[config.mk]
export PLATFORM = sky130hd
export DESIGN_NAME = hexcast_route
export DESIGN_NICKNAME = d
export VERILOG_FILES = /design/src/rtl/hexcast_pkg.sv /design/src/rtl/hexcast_rstsync.sv /design/src/rtl/hexcast_rule.sv /design/src/rtl/hexcast_slot.sv /design/src/rtl/hexcast_route.sv
export SDC_FILE = /design/constraint.sdc
export NUM_CORES = 1
export LEC_CHECK = 0
export CAP_MARGIN = 20
export CORE_AREA = 5 5 52 54
export DETAILED_ROUTE_END_ITERATION = 16
export DIE_AREA = 0 0 57 59
export HOLD_SLACK_MARGIN = 0.1
export PLACE_DENSITY = 0.92
export SYNTH_ARGS = -nofsm -noshare
export SYNTH_HDL_FRONTEND = slang
export SYNTH_SLANG_ARGS = --single-unit
[constraint.sdc]
create_clock -name clk -period 3.75 [get_ports clk]
set_clock_uncertainty 0.2 [all_clocks]
set_input_delay 0.75 -clock clk [delete_from_list [all_inputs] [get_ports clk]]
set_output_delay 0.75 -clock clk [all_outputs]
set_load 0.02 [all_outputs]
[src/rtl/hexcast_pkg.sv]
package hexcast_pkg;
  localparam int unsigned LINKS  = 6;
  localparam int unsigned CODE_W = 3;

  typedef logic [LINKS-1:0]  link_vec_t;
  typedef logic [CODE_W-1:0] code_t;

  typedef struct packed {
    link_vec_t mask;
    link_vec_t detour;
  } route_t;

  localparam code_t CODE_BELOW = code_t'(0);
  localparam code_t CODE_BAD   = code_t'(7);

  // one-hot vector for link number 1..LINKS
  function automatic link_vec_t link_bit(input int unsigned n);
    link_vec_t v;
    v = '0;
    if (n >= 1 && n <= LINKS) v[n-1] = 1'b1;
    return v;
  endfunction
endpackage

[src/rtl/hexcast_rstsync.sv]
module hexcast_rstsync #(
  parameter int unsigned STAGES = 2
) (
  input  logic clk,
  input  logic rst_n,
  output logic rst_n_sync
);
  logic [STAGES-1:0] chain_q;
  logic [STAGES-1:0] chain_d;

  always_comb begin
    chain_d = {chain_q[STAGES-2:0], 1'b1};
  end

  always_ff @(posedge clk or negedge rst_n) begin
    if (!rst_n) chain_q <= '0;
    else        chain_q <= chain_d;
  end

  assign rst_n_sync = chain_q[STAGES-1];
endmodule

[src/rtl/hexcast_rule.sv]
module hexcast_rule
  import hexcast_pkg::*;
(
  input  code_t  dir_code,
  input  logic   detour_in,
  input  logic   upper_edge,
  input  logic   lower_edge,
  output route_t route
);
  link_vec_t sel;
  link_vec_t keep;      // detour flag per selected link
  logic      on_edge;

  assign on_edge = upper_edge | lower_edge;

  always_comb begin
    sel  = '0;
    keep = '0;
    if (dir_code == CODE_BELOW) begin
      sel = '1;
    end else if (dir_code == CODE_BAD) begin
      sel = '0;
    end else if (!detour_in) begin
      unique case (dir_code)
        code_t'(1): begin
          sel = link_bit(1) | (on_edge ? link_bit(6) : '0);
        end
        code_t'(2): begin
          sel  = link_bit(1) | link_bit(2) | link_bit(3);
          keep = link_bit(1) | link_bit(3);
        end
        code_t'(3): begin
          sel  = link_bit(3) | link_bit(4);
          keep = link_bit(4);
        end
        code_t'(4): begin
          sel = link_bit(4) | (on_edge ? link_bit(3) : '0);
        end
        code_t'(5): begin
          sel  = link_bit(4) | link_bit(5) | link_bit(6);
          keep = link_bit(4) | link_bit(6);
        end
        code_t'(6): begin
          sel  = link_bit(6) | link_bit(1);
          keep = link_bit(1);
        end
        default: begin
          sel  = '0;
          keep = '0;
        end
      endcase
    end else if (upper_edge && dir_code == code_t'(4)) begin
      sel = link_bit(3);
    end else if (lower_edge && dir_code == code_t'(1)) begin
      sel  = link_bit(1) | link_bit(3) | link_bit(4) | link_bit(6);
      keep = link_bit(1);
    end else begin
      sel  = link_bit(int'(dir_code));
      keep = link_bit(int'(dir_code));
    end
  end

  assign route.mask   = sel;
  assign route.detour = keep;
endmodule

[src/rtl/hexcast_slot.sv]
module hexcast_slot #(
  parameter int unsigned W = 12
) (
  input  logic         clk,
  input  logic         rst_n,
  input  logic         live,
  input  logic         up_valid,
  output logic         up_ready,
  input  logic [W-1:0] up_data,
  output logic         dn_valid,
  input  logic         dn_ready,
  output logic [W-1:0] dn_data
);
  logic         full_q, full_d;
  logic [W-1:0] data_q;
  logic         load_en;

  assign up_ready = live & (~full_q | dn_ready);
  assign load_en  = up_valid & up_ready;

  always_comb begin
    full_d = full_q;
    if (load_en)       full_d = 1'b1;
    else if (dn_ready) full_d = 1'b0;
  end

  always_ff @(posedge clk or negedge rst_n) begin
    if (!rst_n) full_q <= 1'b0;
    else        full_q <= full_d;
  end

  always_ff @(posedge clk or negedge rst_n) begin
    if (!rst_n)       data_q <= '0;
    else if (load_en) data_q <= up_data;
  end

  assign dn_valid = full_q;
  assign dn_data  = data_q;
endmodule

[src/rtl/hexcast_route.sv]
module hexcast_route
  import hexcast_pkg::*;
(
  input  logic       clk,
  input  logic       rst_n,
  input  logic       in_valid,
  output logic       in_ready,
  input  logic [2:0] in_dir,
  input  logic       in_detour,
  input  logic       edge_upper,
  input  logic       edge_lower,
  output logic       out_valid,
  input  logic       out_ready,
  output logic [5:0] out_mask,
  output logic [5:0] out_detour
);
  localparam int unsigned PAY_W = $bits(route_t);

  logic   rst_n_sync;
  route_t decided;
  route_t held;

  hexcast_rstsync #(.STAGES(2)) u_rst (
    .clk        (clk),
    .rst_n      (rst_n),
    .rst_n_sync (rst_n_sync)
  );

  hexcast_rule u_rule (
    .dir_code   (in_dir),
    .detour_in  (in_detour),
    .upper_edge (edge_upper),
    .lower_edge (edge_lower),
    .route      (decided)
  );

  hexcast_slot #(.W(PAY_W)) u_slot (
    .clk      (clk),
    .rst_n    (rst_n_sync),
    .live     (rst_n_sync),
    .up_valid (in_valid),
    .up_ready (in_ready),
    .up_data  (decided),
    .dn_valid (out_valid),
    .dn_ready (out_ready),
    .dn_data  (held)
  );

  assign out_mask   = held.mask;
  assign out_detour = held.detour;
endmodule

==> impl_results.md, run 1 <==
- Tightest Hold Check Type: flip-flop to flip-flop
- Final Routed Wirelength: around 2.8 mm
- Gr ovfl total: 0
- R2r startpoint: u_rst.chain_q[1]
- Most common cell in the netlist: dfrtp_1
- Crit path kind: flip-flop to output port
- Worst endpoint data arrival time: 2160 ps
- TritonCTS clock tree: done
- Sequential area share after synthesis: 0.3456
- Total Routing Usage GR: 0.1784
- CTS buffer count: 3
- Rel. slew slack: 0.6652
- Post-synth top area share: 0.3456
- Crit path time final: about 3100 ps
- Compound-gate portion of the synthesized area: 0.2707
- Synth cell count leaders: dfrtp_1 (15), nor2_1 (9), nand2_1 (8), o21ai_0 (8), ha_1 (7)
- First-pass GRT wire length: approximately 4.7 mm
- Setup ws final: between 600 and 700 ps
- Nature of the critical path startpoint: flip-flop
- Detail Route Antenna Nets: 0
- Total negative slack: 0 ps
- Drt drc: 0
- Min Hold Slack: roughly 170 ps
- TritonRoute pass-1 iters: 5
- Netlist Area Pre-Place: around 1100 µm²
- Slew Viols, Final: 0
- Met1 Wirelength: 1.163 mm
- Cells after Synth: roughly 110
- Leading area contributor after synthesis: dfrtp_1
- Switching power: about 150 µW
- Pwr Density: between 300 and 400 nW/µm²
- DIE AREA: approximately 3400 µm²
- Starting Density: 0.5006
- Peak supply drop: about 310 µV
- Met2 wire len: 1.346 mm
- Pre-CTS setup slack: ~450 ps
- # rows: 17
- Min-delay src: u_rst.chain_q[0]
- Post-synthesis adder-cell area fraction: 0.08065
- Via count: slightly below 1k
- Number of max-cap violations: 0
- Critical path peak fanout: 17
- Mapped Nets: 130
- Root buffer selected by CTS: clkbuf_4
- RSZ-0062 raised after global routing: false
- Clock Sinks: 15
- DR WL/cell: ~17 µm
- Die width: between 50 and 60 µm
- P_int: 305.6 µW
- Vias per cell: a little under 6
- CP Capture Type: output port
- Layout cell share with drive strength beyond 1: 0.1022
- Layout Nets: around 160
- Ys Warns: 0
- CORE AREA: approximately 2200 µm²
- Clk pin slew, worst setup/hold paths: about 80 ps
- Worst EP required: roughly 2800 ps
- CTS max path bufs: 2
- Initial antenna violation count: 0
- Top Layer Used: met4
- Vias in the first global route: about 1.0k
- 1st-iter DRT viols: 45
- Die Ht: a little under 60 µm
- Port bufs: 23
- Mux contribution to synthesized area: 0
- Worst Tran Pin Value: approximately 500 ps
- Worst skew pair latency: between 200 and 300 ps
- Clk pwr share: 0.194
- Fmax: ~0.32 GHz
- #FFs+latches synth: 15
- Synth cell types: 48
- CP startpoint: u_rst.chain_q[1]
- Final Hold Fails: 0
- Antenna fix cells: 0
- Met3 WL: approximately 220 µm
- Fin crit share: 0.8294
- HPWL Detailed: around 2.1 mm
- Post-Synth XOR/XNOR Area: 0
- Area Growth Syn to Fin: 24.54%
- Largest family of logic cells by synthesized area: compound AO/OA/AOI/OAI gates
- Largest cells by area after synthesis: dfrtp_1 (35%), ha_1 (8.1%), o21ai_0 (3.7%)
- Pleak: roughly 0.58 nW
- Post-synth ARST share: 1.000
- GP Congestion: 0.8628
- Synth Flop Type: dfrtp_1
- Final setup viols: 0
- # H-tree levels: 1
- Largest net degree at the start of global routing: 18
- Top Ports: 24
- Avg Synthesized Cell Area: 9.611 µm²
- Sequential share of power: 0.425
- Combinational power share: 0.381
- Net Sw Frac: 0.3356
- Post-synth EDFFs: 0
- Simple-gate share of the synthesized area: 0.2396
- Status: finished, final reports clean
layout by cell type, fill, tap and decap left out, types with 3 or more instances in the layout:
master,Yosys,layout
o21ai_0,8,8
o31ai_1,3,3
nand2_1,8,8
nand3_1,3,3
ha_1,7,7
inv_1,5,5
a21oi_1,6,6
clkdlybuf4s50_1,0,23
dfrtp_1,15,15
nor2_1,9,9
clkbuf_4,0,3
power groups by stage:
stage / logic [mW] / registers (mW) / clock network [mW]
after floorplan: 0.0747 / 0.225 / 0
after global placement: 0.171 / 0.197 / 0
after detailed placement: 0.173 / 0.198 / 0
after CTS: 0.175 / 0.195 / 0.0932
after global routing: 0.189 / 0.198 / 0.100
final: 0.175 / 0.196 / 0.0891
metal layers:
metal	vias up	track usage
met3	9	0.04793
met1	446	0.2177
met4	0	0.05960
met2	54	0.3051
li1	473	-
met5	-	0
sequential cells by signal, summed over array words and instances, names as in the netlist:
signal,flops
u_slot.dn_data,12
u_slot.dn_valid,1
u_rst.chain_q,2
worst max-delay path, cell delays in order, from the launching register on:
cell and delay [ps]:
dfrtp_1 320, dlygate4sd3_1 540, buf_4 240, and2_1 170, clkdlybuf4s50_1 610
timing repair:
| item | 4_1_cts | 5_1_grt |
|---|---|---|
| hold buffers | 1 | 0 |
| setup buffers | 0 | 0 |
| resized for setup | 0 | 0 |
| hold endpoints to repair | 13 | 0 |
layout make-up:
| cell class | instances | area (µm²) |
|---|---|---|
| inverters | 6 | 22.52 |
| multi-input cells | 87 | 645.6 |
| repair buffers | 25 | 247.7 |
| clock buffers | 4 | 26.28 |
| flip-flops and latches | 15 | 375.4 |
| fillers | 188 | 817.0 |
| well taps | 28 | 35.03 |
final timing paths:
kind                                      to  slack [ps]  cells past startpoint
setup / recovery                    in_ready         640                      4
hold / removal              u_rst.chain_q[1]         170                      0
setup reg to reg           u_slot.dn_data[8]        1340                      6
hold reg to reg             u_rst.chain_q[1]         170                      0
max in group asynchronous  u_slot.dn_data[4]        2640                      2
min in group asynchronous   u_rst.chain_q[1]         420                      1
logic make-up after synthesis:
| kind of cell | after synthesis |
|---|---|
| simple gates | 42 |
| compound gates | 37 |
| flops | 15 |
| buf+inv | 11 |
| fa+ha+maj | 7 |
| other cells | 1 |
stage by stage:
| stage | area, µm² | std cells | total power, mW | util |
|---|---|---|---|---|
| after global routing | 1353 | 165 | 0.4875 | 0.6234 |
| after CTS | 1353 | 165 | 0.4637 | 0.6234 |
| after floorplan | 1086 | 113 | 0.3000 | - |
| final | 1353 | 165 | 0.4599 | 0.6234 |
| after global placement | 1316 | 160 | 0.3683 | 0.6067 |
| after detailed placement | 1316 | 160 | 0.3713 | 0.6067 |
Note: power is estimated with default switching activity, not from simulation.
==> inputs of run 2 (changes only) <==
--- a/config.mk
+++ b/config.mk
@@ -6,11 +6,11 @@
 export NUM_CORES = 1
 export LEC_CHECK = 0
 export CAP_MARGIN = 20
-export CORE_AREA = 5 5 52 54
+export CORE_AREA = 5 5 56 58
 export DETAILED_ROUTE_END_ITERATION = 16
-export DIE_AREA = 0 0 57 59
+export DIE_AREA = 0 0 61 63
 export HOLD_SLACK_MARGIN = 0.1
-export PLACE_DENSITY = 0.92
+export PLACE_DENSITY = 0.84
 export SYNTH_ARGS = -nofsm -noshare
 export SYNTH_HDL_FRONTEND = slang
 export SYNTH_SLANG_ARGS = --single-unit
==> constraint.sdc (replaced) <==
create_clock -name clk -period 2.5 [get_ports clk]
set_clock_uncertainty 0.2 [all_clocks]
set_input_delay 0.5 -clock clk [delete_from_list [all_inputs] [get_ports clk]]
set_output_delay 0.5 -clock clk [all_outputs]
set_load 0.02 [all_outputs]
==> impl_results.md, run 2 (same netlist as run 1, synthesis figures left out) <==
- Nature of the critical path startpoint: input port
- Most common cell after layout, fill and taps aside: buf_4
- Net Sw Frac: 0.3430
- Fin crit share: 0.9344
- Drt drc: 0
- Via count: between 1k and 1.5k
- Met2 wire len: approximately 1.5 mm
- 1st-iter DRT viols: 32
- Largest net degree at the start of global routing: 17
- # rows: 19
- # fillers: around 240
- Combinational power share: 0.403
- Pwr Density: roughly 480 nW/µm²
- Clock Sinks: 15
- Post-place instance area: around 1500 µm²
- Max FFs per register: 12
- TritonCTS clock tree: done
- Peak supply drop: 353.6 µV
- Layout cell share with drive strength beyond 1: 0.2422
- Switching power: 252.1 µW
- Final setup viols: 0
- Top Ports: 24
- First-pass GRT wire length: between 4 and 5 mm
- Die Ht: around 63 µm
- Worst EP required: around 2500 ps
- Detail Route Antenna Nets: 0
- Initial antenna violation count: 0
- Worst R2R Setup Slack: around 240 ps
- Fmax: between 0.4 and 0.5 GHz
- Layout Nets: approximately 180
- Slew Viols, Final: 0
- Crit path kind: input port to flip-flop
- Number of max-cap violations: 0
- Top Layer Used: met4
- Final Hold Fails: 0
- Root buffer selected by CTS: clkbuf_4
- Crit path time final: 2336 ps
- Worst skew pair latency: 290 ps
- DR WL/cell: 15.77 µm
- Final Util: 0.5890
- Met1 Wirelength: 1.257 mm
- Pleak: just over 0.7 nW
- Met3 WL: approximately 160 µm
- # H-tree levels: 1
- Setup ws final: approximately 160 ps
- Pre-CTS setup slack: -122.2 ps
- Vias per cell: between 5 and 6
- Port bufs: 23
- Clk pwr share: 0.196
- Gr ovfl total: 0
- Vias in the first global route: about 1.1k
- Area Growth Syn to Fin: 41.82%
- Final Routed Wirelength: a little over 3 mm
- TritonRoute pass-1 iters: 4
- Sequential share of power: 0.401
- CTS max path bufs: 2
- CTS buffer count: 3
- P_int: between 400 and 500 µW
- Die width: between 60 and 70 µm
- Design area: between 1500 and 2000 µm²
- HPWL Detailed: ~2.4 mm
- CP Capture Type: flip-flop
- Critical path peak fanout: 5
- Clk pin slew, worst setup/hold paths: 90 ps
- RSZ-0062 raised after global routing: false
- Tightest Hold Check Type: input port to async pin
- Status: finished, final reports clean
- Antenna fix cells: 0
- Worst endpoint data arrival time: 2330 ps
- Total Routing Usage GR: 0.1655
- Most frequent cells in the layout: buf_4 (25), clkdlybuf4s50_1 (22), dfrtp_1 (15)
- GP Congestion: 0.9352
- Starting Density: 0.4153
- DIE AREA: between 3000 and 4000 µm²
- CORE AREA: between 2000 and 3000 µm²
## run 2: critical path, cell delays in order
cell and delay (ps):
clkdlybuf4s50_1 470, inv_1 60, ha_1 230, ha_1 220, and4b_1 380, nand3_1 160
o31ai_1 290
## run 2: path summary, 6_finish.rpt
check,endpoint,depth (start not counted),start
min in group clk,u_rst.chain_q[1],0,u_rst.chain_q[0]
max in group asynchronous,u_slot.dn_data[1],2,u_rst.chain_q[1]
worst min register to register,u_rst.chain_q[1],0,u_rst.chain_q[0]
worst min-delay path,u_rst.chain_q[0],1,rst_n
worst max register to register,u_slot.dn_data[5],6,u_rst.chain_q[1]
worst max-delay path,u_slot.dn_data[3],7,in_dir[0]
## run 2: cell type report
class,count,area [µm²],area share
sequential,15,375.4,0.2437
multi-input combinational,87,645.6,0.4192
timing repair buffer,49,430.4,0.2794
clock buffer,3,22.52,0.01462
inverter,6,22.52,0.01462
tap,31,38.79,0.02518
clock inverter,1,5.005,0.003249
## run 2: repair_timing
action	CTS	global route
hold buffers	1	0
endpoints found under the setup margin	0	1
setup buffers	0	0
resized for setup	0	1
hold endpoints to repair	13	0
## run 2: power by group through the flow
stage | Sequential [mW] | Combinational [mW] | Clock (mW)
after floorplan | 0.338 | 0.112 | 0
final | 0.295 | 0.296 | 0.144
after global routing | 0.299 | 0.317 | 0.157
after global placement | 0.299 | 0.288 | 0
after detailed placement | 0.300 | 0.295 | 0
after CTS | 0.295 | 0.297 | 0.145
## run 2: metal layers
metal	up-vias	global-route usage
met5	-	0
met1	512	0.2104
li1	523	-
met3	7	0.01653
met4	0	0.08401
met2	41	0.2687
## run 2: stage by stage
step           power [mW]  cells  hold slack (ps)  setup TNS, ps
2_1_floorplan      0.4500    113           -6.992              0
3_3_place_gp       0.5869    187            35.79         -371.4
3_5_place_dp       0.5941    187            40.81         -965.8
4_1_cts            0.7372    192            154.1              0
5_1_grt            0.7735    192            144.8              0
6_report           0.7349    192            156.4              0
==> inputs of run 3 (changes only) <==
--- a/config.mk
+++ b/config.mk
@@ -6,11 +6,11 @@
 export NUM_CORES = 1
 export LEC_CHECK = 0
 export CAP_MARGIN = 20
-export CORE_AREA = 5 5 56 58
+export CORE_AREA = 5 5 52 54
 export DETAILED_ROUTE_END_ITERATION = 16
-export DIE_AREA = 0 0 61 63
+export DIE_AREA = 0 0 57 59
 export HOLD_SLACK_MARGIN = 0.1
-export PLACE_DENSITY = 0.84
+export PLACE_DENSITY = 0.92
 export SYNTH_ARGS = -nofsm -noshare
 export SYNTH_HDL_FRONTEND = slang
 export SYNTH_SLANG_ARGS = --single-unit
==> constraint.sdc (replaced) <==
create_clock -name clk -period 3 [get_ports clk]
set_clock_uncertainty 0.2 [all_clocks]
set_input_delay 0.6 -clock clk [delete_from_list [all_inputs] [get_ports clk]]
set_output_delay 0.6 -clock clk [all_outputs]
set_load 0.02 [all_outputs]
==> impl_results.md, run 3 (same netlist as run 1, synthesis figures left out) <==
- Most common cell after layout, fill and taps aside: clkdlybuf4s50_1
- Worst endpoint data arrival time: approximately 2100 ps
- Min Hold Slack: around 150 ps
- Pwr Density: about 420 nW/µm²
- Worst skew pair latency: around 280 ps
- CORE AREA: between 2000 and 2500 µm²
- CP Cell Sequence: dlygate4sd3_1, buf_6, and2_1, clkdlybuf4s50_1
- Placed cells: around 170
- CP top delay family: buffers and inverters
- Layout cell share with drive strength beyond 1: 0.1338
- DIE AREA: 3363 µm²
- Fmax: around 0.35 GHz
- Min-delay src: u_rst.chain_q[0]
- Nature of the critical path startpoint: flip-flop
- CTS max path bufs: 2
- 1st-iter DRT viols: just under 60
- Vias per cell: 6.176
- Gr ovfl total: 0
- Area Growth Syn to Fin: 28.34%
- Crit path time final: roughly 2900 ps
- Number of max-cap violations: 0
- Vias in the first global route: roughly 1.1k
- TritonCTS clock tree: done
- Final Routed Wirelength: approximately 2.8 mm
- Root buffer selected by CTS: clkbuf_4
- # rows: 17
- CTS buffer count: 3
- Peak supply drop: approximately 350 µV
- Hold Path End: u_rst.chain_q[1]
- RSZ-0062 raised after global routing: false
- First-pass GRT wire length: just under 5 mm
- Max FFs per register: 12
- Fin crit share: 0.9642
- Total Routing Usage GR: 0.1836
- Slew Viols, Final: 0
- Final Hold Fails: 0
- Via count: ~1.1k
- TritonRoute pass-1 iters: 4
- Status: finished, final reports clean
- Post-Layout Cell Count: 170
- Worst EP required: approximately 2200 ps
- Post-place instance area: about 1400 µm²
- Critical path peak fanout: 17
- Clk pin slew, worst setup/hold paths: ~80 ps
- Worst path max stage delay: slightly above 600 ps
- # fillers: about 180
- Design area: about 1400 µm²
- Starting Density: 0.5006
- Port bufs: 23
- Worst R2R Setup Slack: roughly 660 ps
- RR Endpoint: u_slot.dn_data[8]
- Die width: between 50 and 60 µm
- Layout Nets: 160
- Buf/Inv on CP: 3
- Tightest Hold Check Type: flip-flop to flip-flop
- Largest net degree at the start of global routing: 18
- Pleak: about 0.6 nW
- Initial antenna violation count: 0
- Antenna fix cells: 0
- Top Ports: 24
- Total negative slack: 0 ps
- Clock Sinks: 15
- Die Ht: between 50 and 60 µm
- CP Capture Type: output port
- Worst r2r path cells: 6
- Setup ws final: 107.3 ps
- Worst path slowest cell: clkdlybuf4s50_1
- DR WL/cell: 16.69 µm
- Hold depth: 0
- Crit path kind: flip-flop to output port
- Final setup viols: 0
- Detail Route Antenna Nets: 0
- Most frequent cells in the layout: clkdlybuf4s50_1 (23), dfrtp_1 (15), nor2_1 (9)
- Drt drc: 0
- # H-tree levels: 1
- GP Congestion: approximately 0.96
- HPWL Detailed: between 2 and 2.5 mm
- R2r startpoint: u_rst.chain_q[1]
- Pre-CTS setup slack: 91.27 ps
[run 3: cell count changes in the layout (fill, tap and decap cells not counted), sizes merged]
cell,delta
clkdlybuf4s50,+1
clkinv,-1
clkbuf,+1
dlymetal6s2s,-1
buf,-19
[run 3: layout make-up]
class | instances | area [µm²] | share of cell area
Clock buffer | 4 | 26.28 | 0.01885
Inverter | 6 | 22.52 | 0.01616
Multi-Input combinational cell | 87 | 645.6 | 0.4632
Sequential cell | 15 | 375.4 | 0.2693
Tap cell | 28 | 35.03 | 0.02513
Timing Repair Buffer | 30 | 289.0 | 0.2074
[run 3: worst reg2reg max path, cell delays in order (launching register included)]
cell and delay [ps]:
dfrtp_1 320, dlygate4sd3_1 560, buf_6 190, nand3_2 220, or4_1 590, o21ai_0 100, a21oi_1 60
[run 3: how the worst max path moves through the flow]
stage / start / to / slack, ps / depth (start not counted)
after floorplan: in_dir[0] / u_slot.dn_data[5] / 830 / 6
after global placement: in_dir[1] / u_slot.dn_data[7] / 220 / 7
after detailed placement: in_dir[1] / u_slot.dn_data[7] / 90 / 7
after CTS: u_rst.chain_q[1] / in_ready / 30 / 4
after global routing: u_rst.chain_q[1] / in_ready / 6 / 4
final: u_rst.chain_q[1] / in_ready / 110 / 4
[run 3: per-layer routing]
| layer | vias up | track usage | share of wire |
|---|---|---|---|
| met4 | 0 | 0.05629 | 0.0049 |
| li1 | 485 | - | - |
| met2 | 62 | 0.3148 | 0.51 |
| met3 | 2 | 0.06536 | 0.092 |
| met5 | - | 0 | 0 |
| met1 | 501 | 0.2156 | 0.39 |
[run 3: where the power goes]
part | switching [mW] | internal (mW)
clock | 0.0610 | 0.0517
sequential | 0.0145 | 0.229
combinational | 0.121 | 0.106
total | 0.196 | 0.387
[run 3: metrics by stage]
stage | power [mW] | utilization
2_1_floorplan | 0.3750 | -
3_3_place_gp | 0.4635 | 0.6240
3_5_place_dp | 0.4712 | 0.6240
4_1_cts | 0.5888 | 0.6407
5_1_grt | 0.6216 | 0.6424
6_report | 0.5828 | 0.6424
[run 3: what timing repair did]
action	CTS	global route
hold buffers	1	0
endpoints found under the setup margin	0	1
setup buffers	0	0
endpoints found under the hold margin	13	0
resized for setup	0	1
